## config.mk

```make
export PLATFORM = sky130hd
export DESIGN_NAME = gf_sbox_unit
export DESIGN_NICKNAME = d
export VERILOG_FILES = /design/src/rtl/gfsb_pkg.sv /design/src/rtl/gf_inverse.sv /design/src/rtl/sbox_affine_fwd.sv /design/src/rtl/sbox_affine_inv.sv /design/src/rtl/gf_sbox_unit.sv
export SDC_FILE = /design/constraint.sdc
export NUM_CORES = 1
export LEC_CHECK = 0
export ABC_AREA = 0
export BUFFER_PORTS_ARGS = -buffer_cell sky130_fd_sc_hd__buf_2
export CORE_ASPECT_RATIO = 0.5
export CORE_UTILIZATION = 55
export DETAILED_ROUTE_END_ITERATION = 7
export PLACE_DENSITY = 0.79
export SYNTH_ARGS = -nofsm -noshare
export SYNTH_HDL_FRONTEND = slang
export SYNTH_SLANG_ARGS = --single-unit
```

## constraint.sdc

```tcl
create_clock -name clk -period 42.8 [get_ports clk]
set_input_delay 2.14 -clock clk [delete_from_list [all_inputs] [get_ports clk]]
set_output_delay 2.14 -clock clk [all_outputs]
set_load 0.005 [all_outputs]
```

## src/rtl/gfsb_pkg.sv

```systemverilog
// Package: shared constants, direction/variant encodings and GF(2^8) helpers.
// Assumes: field elements are 8-bit polynomials over GF(2), bit 0 = x^0.
package gfsb_pkg;

    localparam int          GF_W         = 8;
    localparam logic [7:0]  GF_POLY_LOW  = 8'h1B;  // x^8 term implied
    localparam logic [7:0]  FWD_AFF_C    = 8'h63;
    localparam logic [7:0]  INV_AFF_C    = 8'h05;
    localparam logic [7:0]  TWEAK_BYTE   = 8'hA5;

    typedef enum logic { SB_FWD = 1'b0, SB_INV = 1'b1 } sb_dir_e;
    typedef enum logic { SB_STD = 1'b0, SB_TWK = 1'b1 } sb_var_e;

    // Shift-and-add product of two field elements, reduced by poly_low.
    function automatic logic [7:0] gf_mul(input logic [7:0] a,
                                          input logic [7:0] b,
                                          input logic [7:0] poly_low);
        logic [7:0] acc;
        logic [7:0] sh;
        acc = 8'h00;
        sh  = a;
        for (int i = 0; i < 8; i++) begin
            if (b[i]) acc = acc ^ sh;
            sh = {sh[6:0], 1'b0} ^ (sh[7] ? poly_low : 8'h00);
        end
        return acc;
    endfunction

endpackage

```

## src/rtl/gf_inverse.sv

```systemverilog
// Module: gf_inverse
// Computes a^254 in GF(2^8), i.e. the multiplicative inverse for a != 0.
// It gives 0 for a == 0. Built as a chain of squarings with a running
// product: a^254 = a^2 * a^4 * ... * a^128.
// Assumes: POLY_LOW is the low byte of an irreducible degree-8 polynomial.
module gf_inverse #(
    parameter logic [7:0] POLY_LOW = gfsb_pkg::GF_POLY_LOW,
    parameter int          STEPS    = 7
) (
    input  logic [7:0] a,
    output logic [7:0] y
);
    logic [7:0] pw  [0:STEPS];
    logic [7:0] acc [0:STEPS];

    assign pw[0]  = a;
    assign acc[0] = 8'h01;

    // Each stage squares the power and folds it into the running product.
    for (genvar k = 1; k <= STEPS; k++) begin : g_stage
        assign pw[k]  = gfsb_pkg::gf_mul(pw[k-1], pw[k-1], POLY_LOW);
        assign acc[k] = gfsb_pkg::gf_mul(acc[k-1], pw[k], POLY_LOW);
    end

    assign y = acc[STEPS];
endmodule

```

## src/rtl/sbox_affine_fwd.sv

```systemverilog
// Module: sbox_affine_fwd
// Forward affine map: out[i] = x[i]^x[i+4]^x[i+5]^x[i+6]^x[i+7] (mod W) ^ C[i].
// Assumes: W = 8 for the standard tap set.
module sbox_affine_fwd #(
    parameter int          W = 8,
    parameter logic [7:0]  C = gfsb_pkg::FWD_AFF_C
) (
    input  logic [W-1:0] x,
    output logic [W-1:0] y
);
    // One XOR tree per output bit, taps rotated with the bit index.
    for (genvar i = 0; i < W; i++) begin : g_bit
        localparam int T4 = (i + 4) % W;
        localparam int T5 = (i + 5) % W;
        localparam int T6 = (i + 6) % W;
        localparam int T7 = (i + 7) % W;
        assign y[i] = x[i] ^ x[T4] ^ x[T5] ^ x[T6] ^ x[T7] ^ C[i];
    end
endmodule

```

## src/rtl/sbox_affine_inv.sv

```systemverilog
// Module: sbox_affine_inv
// Inverse affine map: out[i] = x[i+2]^x[i+5]^x[i+7] (mod W) ^ C[i].
// Assumes: W = 8, paired with sbox_affine_fwd using constant 0x63.
module sbox_affine_inv #(
    parameter int          W = 8,
    parameter logic [7:0]  C = gfsb_pkg::INV_AFF_C
) (
    input  logic [W-1:0] x,
    output logic [W-1:0] y
);
    // Three-tap XOR per output bit.
    for (genvar i = 0; i < W; i++) begin : g_bit
        localparam int T2 = (i + 2) % W;
        localparam int T5 = (i + 5) % W;
        localparam int T7 = (i + 7) % W;
        assign y[i] = x[T2] ^ x[T5] ^ x[T7] ^ C[i];
    end
endmodule

```

## src/rtl/gf_sbox_unit.sv

```systemverilog
// Module: gf_sbox_unit (top)
// Arithmetic byte substitution with two variants (standard / tweaked) and
// two directions. A single field inverter is shared by both directions:
//   forward: y = Afwd(inv(x) ^ tw)
//   inverse: y = inv(Ainv(x) ^ tw)
// where tw = TWEAK when variant_sel = 1, otherwise 0.
// With OUT_REG = 1 the result and valid flag are registered (1-cycle
// latency) and the output holds when in_valid is low. With OUT_REG = 0
// the path is combinational.
// Assumes: synchronous active-low reset; inputs are stable around clk.
module gf_sbox_unit #(
    parameter logic [7:0] TWEAK   = gfsb_pkg::TWEAK_BYTE,
    parameter logic [7:0] POLY    = gfsb_pkg::GF_POLY_LOW,
    parameter bit         OUT_REG = 1'b1
) (
    input  logic       clk,
    input  logic       rst_n,
    input  logic       in_valid,
    input  logic [7:0] in_byte,
    input  logic       variant_sel,
    input  logic       dir_inv,
    output logic       out_valid,
    output logic [7:0] out_byte
);
    import gfsb_pkg::*;

    sb_dir_e    dir_e;
    sb_var_e    var_e;
    logic [7:0] tw;
    logic [7:0] unaff;
    logic [7:0] inv_in;
    logic [7:0] inv_out;
    logic [7:0] aff_out;
    logic [7:0] sub_res;

    assign dir_e = sb_dir_e'(dir_inv);
    assign var_e = sb_var_e'(variant_sel);

    // Tweak is present only for the second variant.
    assign tw = (var_e == SB_TWK) ? TWEAK : 8'h00;

    sbox_affine_inv #(.W(GF_W), .C(INV_AFF_C)) u_unaff (
        .x (in_byte),
        .y (unaff)
    );

    // Inverter operand: raw byte forward, un-affined and untweaked inverse.
    always_comb begin
        inv_in = (dir_e == SB_INV) ? (unaff ^ tw) : in_byte;
    end

    gf_inverse #(.POLY_LOW(POLY)) u_inv (
        .a (inv_in),
        .y (inv_out)
    );

    sbox_affine_fwd #(.W(GF_W), .C(FWD_AFF_C)) u_aff (
        .x (inv_out ^ tw),
        .y (aff_out)
    );

    // Result select: affine output forward, inverter output inverse.
    always_comb begin
        sub_res = (dir_e == SB_INV) ? inv_out : aff_out;
    end

    if (OUT_REG) begin : g_reg
        // Capture result on strobe; valid follows the strobe by one cycle.
        always_ff @(posedge clk) begin
            if (!rst_n) begin
                out_valid <= 1'b0;
                out_byte  <= 8'h00;
            end else begin
                out_valid <= in_valid;
                if (in_valid) out_byte <= sub_res;
            end
        end


        valid_rise_chk: assert property (@(posedge clk) disable iff (!rst_n)
            in_valid |=> out_valid);

        valid_idle_chk: assert property (@(posedge clk) disable iff (!rst_n)
            !in_valid |=> !out_valid);

        hold_idle_chk: assert property (@(posedge clk) disable iff (!rst_n)
            !in_valid |=> $stable(out_byte));
    end else begin : g_comb
        assign out_valid = in_valid;
        assign out_byte  = sub_res;
    end


    inv_product_chk: assert property (@(posedge clk) disable iff (!rst_n)
        (inv_in != 8'h00) |-> (gf_mul(inv_in, inv_out, POLY) == 8'h01));

    inv_zero_chk: assert property (@(posedge clk) disable iff (!rst_n)
        (inv_in == 8'h00) |-> (inv_out == 8'h00));
endmodule

```

==> run_results.csv, run 1 <==
group,metric,value,unit
run_status,status,"finished clean",
sta,skew,0,ns
sta,grt_setup_unrepaired,"false",
synthesis,syn-mean-instance-area,7.49,sq um
critical_path,critPathSlowestCell,"xnor2_1",
sta,final-max-slew-violation-count,0,
critical_path,worst_setup_path_end_kind,"flop",
cts,cts_made_buffers,3,
cts,cts-root-to-sink-buffers,2,
grt,global_route_wire_length_before_repair,77600,um
critical_path,cp_max_fo,42,
sta,setup_viol_count_final,0,
sta,timing.final.crit_period,21.57,ns
critical_path,r2r-start,"out_byte[4]",
critical_path,crit_cells,59,
critical_path,critical_path.most_common_cell,"xnor2_1",
die,io_pins,22,
route,drc_errors,0,
critical_path,crit_buf_inv,5,
cts,cts_num_sinks,9,
grt,antenna_found_initial,0,
placement,globalplace.congestion,0.949,
sta,final.period_utilization,0.504,
critical_path,cp_slowest_stage_delay,0.88,ns
synthesis,synth.ff_latch_count,9,
route,detail_route.first_pass.iterations,8,
cts,cts-hold-fix-buffers,0,
finish,final_core_util,0.579,
synthesis,synth_fp_nets,2294,
finish,antenna_cells,0,
critical_path,cp-start-kind,"primary input",
grt,global_route_usage_sum,0.289,
die,dieArea,31700,sq um
cts,cts-root-buf,"clkbuf_16",
die,core_area,30400,sq um
critical_path,reg2reg_setup_slack,42.16,ns
critical_path,worst_r2r_path_depth,2,
grt,grt_start_max_net_pins,43,
hold_path,hold_class,"flop to flop",
finish,mostFrequentLayoutCell,"xnor2_1",
grt,globalRouteOverflowTotal,0,
die,die_height,126,um
synthesis,async_flop_share,0,
sta,worstMarginPinSlew,1.22,ns
synthesis,synth_cells,2274,
critical_path,crit_path_end,"out_byte[0]",
sta,final_hold_viol_count,0,
synthesis,netlist-cell-type-count,108,
finish,highest_count_cells_in_the_layout_ignoring_fill_and_taps,"xnor2_1, nor2_1, nand2_1",
synthesis,synth_enable_flop_cells,0,
cts,clock_latency,0.23,ns
cts,cts-resized-gates,0,
critical_path,worst-setup-path-type,"primary input to flop",
run,maxcap_violations,0,
route,route.final.wire_length,47400,um
synthesis,synth_ff_type,"dfxtp_1",
critical_path,path_delay_family,"XOR/XNOR gates",
route,drt_iter0_drc,1955,
finish,num-fill-cells,2770,
critical_path,critical_path_required,42.96,ns
die,fp-row-count,45,
cts,clk_pin_slew_worst_paths,0.04,ns
finish,area_growth,3.33,%
cts,tritoncts,"built",
synthesis,part_of_the_yosys_area_used_for_sequential_elements,0.0106,
sta,timing.max_slew.rel_slack,0.179,
finish,post_route_cells_drive_above_1_share,0.0956,
route,routed-via-count,16600,
route,detail_route.wl_per_cell,18.2,um
critical_path,critical_path_start,"dir_inv",
critical_path,arrival,21.74,ns
route,ant_nets,0,
synthesis,synth-warning-count,0,
synthesis,netlist_area,17000,sq um
route,vias_per_cell,6.38,
cts,cts_h_tree_lvls,1,
grt,grt_pass1_vias,15000,
critical_path,crit-reg2reg-capture,"out_byte[4]",
sta,setup-tns-final,0,ns
placement,io_buffer_count,21,
sta,max_freq,46.4,MHz
placement,post-dp-hpwl,34300,um
die,die_x,251,um
die,initial_core_util,0.560,
finish,layout.nets,2229,
cts,cts_setup_buffers,0,
[worst register-to-register path, stage by stage (launching register included)]
cell	delay (ns)
dfxtp_1	0.31
o21ai_0	0.15
a21oi_1	0.06
[metrics by stage]
step / hold WS [ns] / instances / cell area, sq um / setup WS [ns]
3_5_place_dp: 0.461 / 2603 / 17500 / 21.39
6_report: 0.473 / 2607 / 17600 / 21.23
5_1_grt: 0.483 / 2607 / 17600 / 19.75
3_3_place_gp: 0.455 / 2603 / 17500 / 21.74
4_1_cts: 0.472 / 2607 / 17600 / 21.46
2_1_floorplan: 0.460 / 2274 / 17000 / 25.23
[synthesized netlist by cell type (51+ instances only)]
cell | number | area [sq um]
xnor2_1 | 388 | 3400
nor2_1 | 308 | 1160
nand2_1 | 194 | 728
a21oi_1 | 129 | 646
xor2_1 | 113 | 990
o21ai_0 | 97 | 485
xnor3_1 | 91 | 2050
clkbuf_1 | 87 | 327
nor3_1 | 78 | 390
nand3_1 | 62 | 310
mux2i_1 | 59 | 591
buf_2 | 51 | 255
[area by class of cell]
cell class,instances,area (sq um),area share
Clock buffer,4,78.8,0.00448
Inverter,31,119,0.00676
Multi-Input combinational cell,2078,16100,0.916
Sequential cell,9,180,0.0102
Tap cell,399,499,0.0284
Timing Repair Buffer,86,593,0.0337
[flip-flops by register name (all words and copies together) (netlist names)]
register and flops:
out_valid 1, out_byte 8
[worst min path at each step]
stage / startpoint / to / slack [ns] / cells after the start
6_report: out_byte[7] / out_byte[7] / 0.47 / 2
4_1_cts: out_byte[7] / out_byte[7] / 0.47 / 2
3_3_place_gp: out_byte[7] / out_byte[7] / 0.46 / 2
5_1_grt: out_byte[7] / out_byte[7] / 0.48 / 2
3_5_place_dp: out_byte[6] / out_byte[6] / 0.46 / 2
2_1_floorplan: out_byte[0] / out_byte[0] / 0.46 / 2
[per-layer routing]
metal	up-vias	part of all wire	routed length, um	GRT usage
li1	7930	-	-	-
met1	7824	0.44	21000	0.416
met2	804	0.46	21800	0.478
met3	87	0.081	3830	0.0187
met4	0	0.016	739	0.0570
met5	-	0	0	0
[cell families after synthesis]
kind of cell               Yosys count  synth area share
AOI/OAI and AO/OA                  552             0.219
xor gates and xnor gates           652             0.456
adders and majority gates            7           0.00514
buffers and inverters              187            0.0482
DFF                                  9            0.0106
muxes                               81            0.0514
and+or+nand+nor                    786             0.210
Power of run 1 is left out: the tool's default activity adds up to more than one toggle a clock period on the data nets, which glitch-free logic cannot reach.
==> run 2, diff against run 1 <==
--- a/config.mk
+++ b/config.mk
@@ -5,7 +5,7 @@
 export SDC_FILE = /design/constraint.sdc
 export NUM_CORES = 1
 export LEC_CHECK = 0
-export ABC_AREA = 0
+export ABC_AREA = 1
 export BUFFER_PORTS_ARGS = -buffer_cell sky130_fd_sc_hd__buf_2
 export CORE_ASPECT_RATIO = 0.5
 export CORE_UTILIZATION = 55
==> constraint.sdc (replaced) <==
create_clock -name clk -period 20.3 [get_ports clk]
set_input_delay 1.015 -clock clk [delete_from_list [all_inputs] [get_ports clk]]
set_output_delay 1.015 -clock clk [all_outputs]
set_load 0.005 [all_outputs]
==> run 2 against run 1 <==
Core utilization decreased by 0.55 points. Clock skew stayed put. Non-clock buffer count decreased by 62. Synthesized area grew 17%. Final cell count is 76% higher. Die area is 17% higher. Critical endpoint is now out_byte[6]. Highest routed layer unchanged.
==> run_results.csv, run 2 <==
group,metric,value,unit
die,die_x,271,um
finish,mostFrequentLayoutCell,"nand2_1",
synthesis,synth_cells,4178,
synthesis,part_of_the_yosys_area_used_for_sequential_elements,0.00902,
cts,cts-resized-gates,0,
sta,timing.max_slew.rel_slack,0.357,
sta,skew,0,ns
synthesis,synth_common_cells,"nand2_1, nand3_1, inv_1",
route,routed-via-count,25600,
die,initial_core_util,0.569,
sta,final-max-slew-violation-count,0,
placement,io_buffer_count,21,
grt,globalRouteOverflowTotal,0,
finish,num-fill-cells,3736,
synthesis,synth_enable_flop_cells,0,
finish,final_core_util,0.573,
route,met2RoutedLength,27400,um
sta,max_freq,58.5,MHz
cts,clock_latency,0.24,ns
die,io_pins,22,
cts,cts_made_buffers,3,
synthesis,main_combinational_cell_family_by_area_after_synthesis,"simple AND/OR/NAND/NOR gates",
synthesis,post-synth-top-area-fraction,0.348,
placement,dpl-instance-area,20000,sq um
cts,cts_h_tree_lvls,1,
critical_path,worst-setup-path-type,"primary input to flop",
synthesis,synth_fp_nets,4198,
route,drt_iter0_drc,2921,
grt,global_route_usage_sum,0.317,
sta,grt_setup_unrepaired,"false",
critical_path,critical_path_required,20.42,ns
route,route.final.wire_length,61300,um
synthesis,synth.ff_latch_count,9,
finish,reg_top3,"out_byte: 8 flops, out_valid: 1 flops",
synthesis,largest_area_contributor_in_the_netlist,"nand2_1",
die,fp-row-count,48,
hold_path,min_from,"out_byte[1]",
die,dieArea,37100,sq um
finish,register_ranked_first_by_flip_flop_count,"out_byte",
finish,area_growth,0.677,%
sta,timing.final.crit_period,17.09,ns
synthesis,synth-adder-area-share,0.00439,
grt,antenna_found_initial,0,
placement,post-dp-hpwl,47600,um
cts,clk_pin_slew_worst_paths,0.04,ns
run,maxcap_violations,0,
route,vias_per_cell,5.59,
synthesis,synth_ff_type,"dfxtp_1",
synthesis,synth.most_common_cell,"nand2_1",
synthesis,post_synth_xor_area_fraction,0.104,
cts,cts-root-to-sink-buffers,2,
grt,global_route_wire_length_before_repair,101000,um
critical_path,worst_setup_path_end_kind,"flop",
finish,antenna_cells,0,
hold_path,hold_class,"flop to flop",
cts,cts-hold-fix-buffers,0,
route,met3_wirelength,5290,um
cts,cts_setup_buffers,0,
synthesis,synth.area.mux_share,0.000501,
hold_path,hold_path_end,"out_byte[1]",
sta,fin_worst_hold_slack,0.461,ns
critical_path,critical_path.most_common_cell,"nand2_1",
critical_path,r2r-start,"out_byte[6]",
grt,grt_pass1_vias,21600,
finish,post_route_cells_drive_above_1_share,0.0988,
synthesis,netlist-cell-type-count,43,
critical_path,cp-start-kind,"primary input",
finish,max_reg_flops,8,
critical_path,crit-reg2reg-capture,"out_byte[6]",
sta,final_hold_viol_count,0,
critical_path,reg2reg_setup_slack,19.65,ns
cts,cts_num_sinks,9,
critical_path,critPathSlowestCell,"xor2_2",
finish,design_area,20100,sq um
critical_path,worst_r2r_path_depth,2,
die,die_height,137,um
finish,layout.nets,4132,
route,wirelength_met1,27600,um
synthesis,synth.area.top_cells,"nand2_1, nand3_1, inv_1",
critical_path,cp_max_fo,23,
die,core_area,35100,sq um
hold_path,holdPathStages,2,
sta,setup_viol_count_final,0,
sta,setup-tns-final,0,ns
route,drc_errors,0,
synthesis,syn-mean-instance-area,4.78,sq um
cts,cts-root-buf,"clkbuf_16",
route,highest_layer,"met4",
route,ant_nets,0,
synthesis,netlist_area,20000,sq um
synthesis,synth-compound-area-share,0.0389,
route,detail_route.wl_per_cell,13.4,um
finish,highest_count_cells_in_the_layout_ignoring_fill_and_taps,"nand2_1, nand3_1, inv_1",
critical_path,cp_slowest_stage_delay,0.76,ns
synthesis,async_flop_share,0,
sta,worstMarginPinSlew,0.964,ns
synthesis,yosys.area_share.simple,0.712,
run_status,status,"finished clean",
cts,tritoncts,"built",
synthesis,synth-warning-count,0,
critical_path,arrival,17.21,ns
sta,final.period_utilization,0.842,
route,detail_route.first_pass.iterations,8,
placement,globalplace.congestion,1.00,
grt,grt_start_max_net_pins,29,
==> run 2: cell families after synthesis <==
group / Yosys count
multiplexers: 1
AND/OR/NAND/NOR: 3208
adder cells (fa/ha/maj): 7
AO/OA/AOI/OAI: 138
XOR/XNOR: 205
flip-flops: 9
buffers and inverters: 610
==> run 2: cell type report <==
type,instances,area (sq um),area share
inverters,515,1950,0.0968
repair buffers,24,128,0.00635
multi-input cells,3559,17200,0.854
well taps,475,594,0.0296
flip-flops and latches,9,180,0.00896
clock buffers,4,78.8,0.00392
==> run 2: critical path, delay by kind of cell <==
kind                       cells  cell delay [ns]
and+or+nand+nor               88             9.94
AOI/OAI and AO/OA              3             0.26
buffers and inverters         19             3.32
adders and majority gates      4             1.78
xor gates and xnor gates       1             0.76
==> run 2: worst max path at each step <==
stage / from / to / slack [ns] / cells past startpoint
CTS: dir_inv / out_byte[3] / 3.75 / 117
finish: dir_inv / out_byte[6] / 3.21 / 115
detailed placement: dir_inv / out_byte[3] / 3.54 / 117
floorplan: variant_sel / out_byte[1] / 7.27 / 123
global route: dir_inv / out_byte[3] / 1.37 / 117
global placement: dir_inv / out_byte[3] / 3.78 / 115
==> run 2: through the flow <==
stage,std cells,setup slack [ns]
4_1_cts,4586,3.75
2_1_floorplan,4178,7.27
5_1_grt,4586,1.37
3_5_place_dp,4582,3.54
3_3_place_gp,4582,3.78
6_report,4586,3.21
==> run 2: routing by layer <==
layer  vias up  track usage
li1      13000            -
met1     11300        0.432
met2      1241        0.546
met3       112       0.0184
met4         0       0.0758
met5         -            0
Power of run 2 is left out for the same reason.
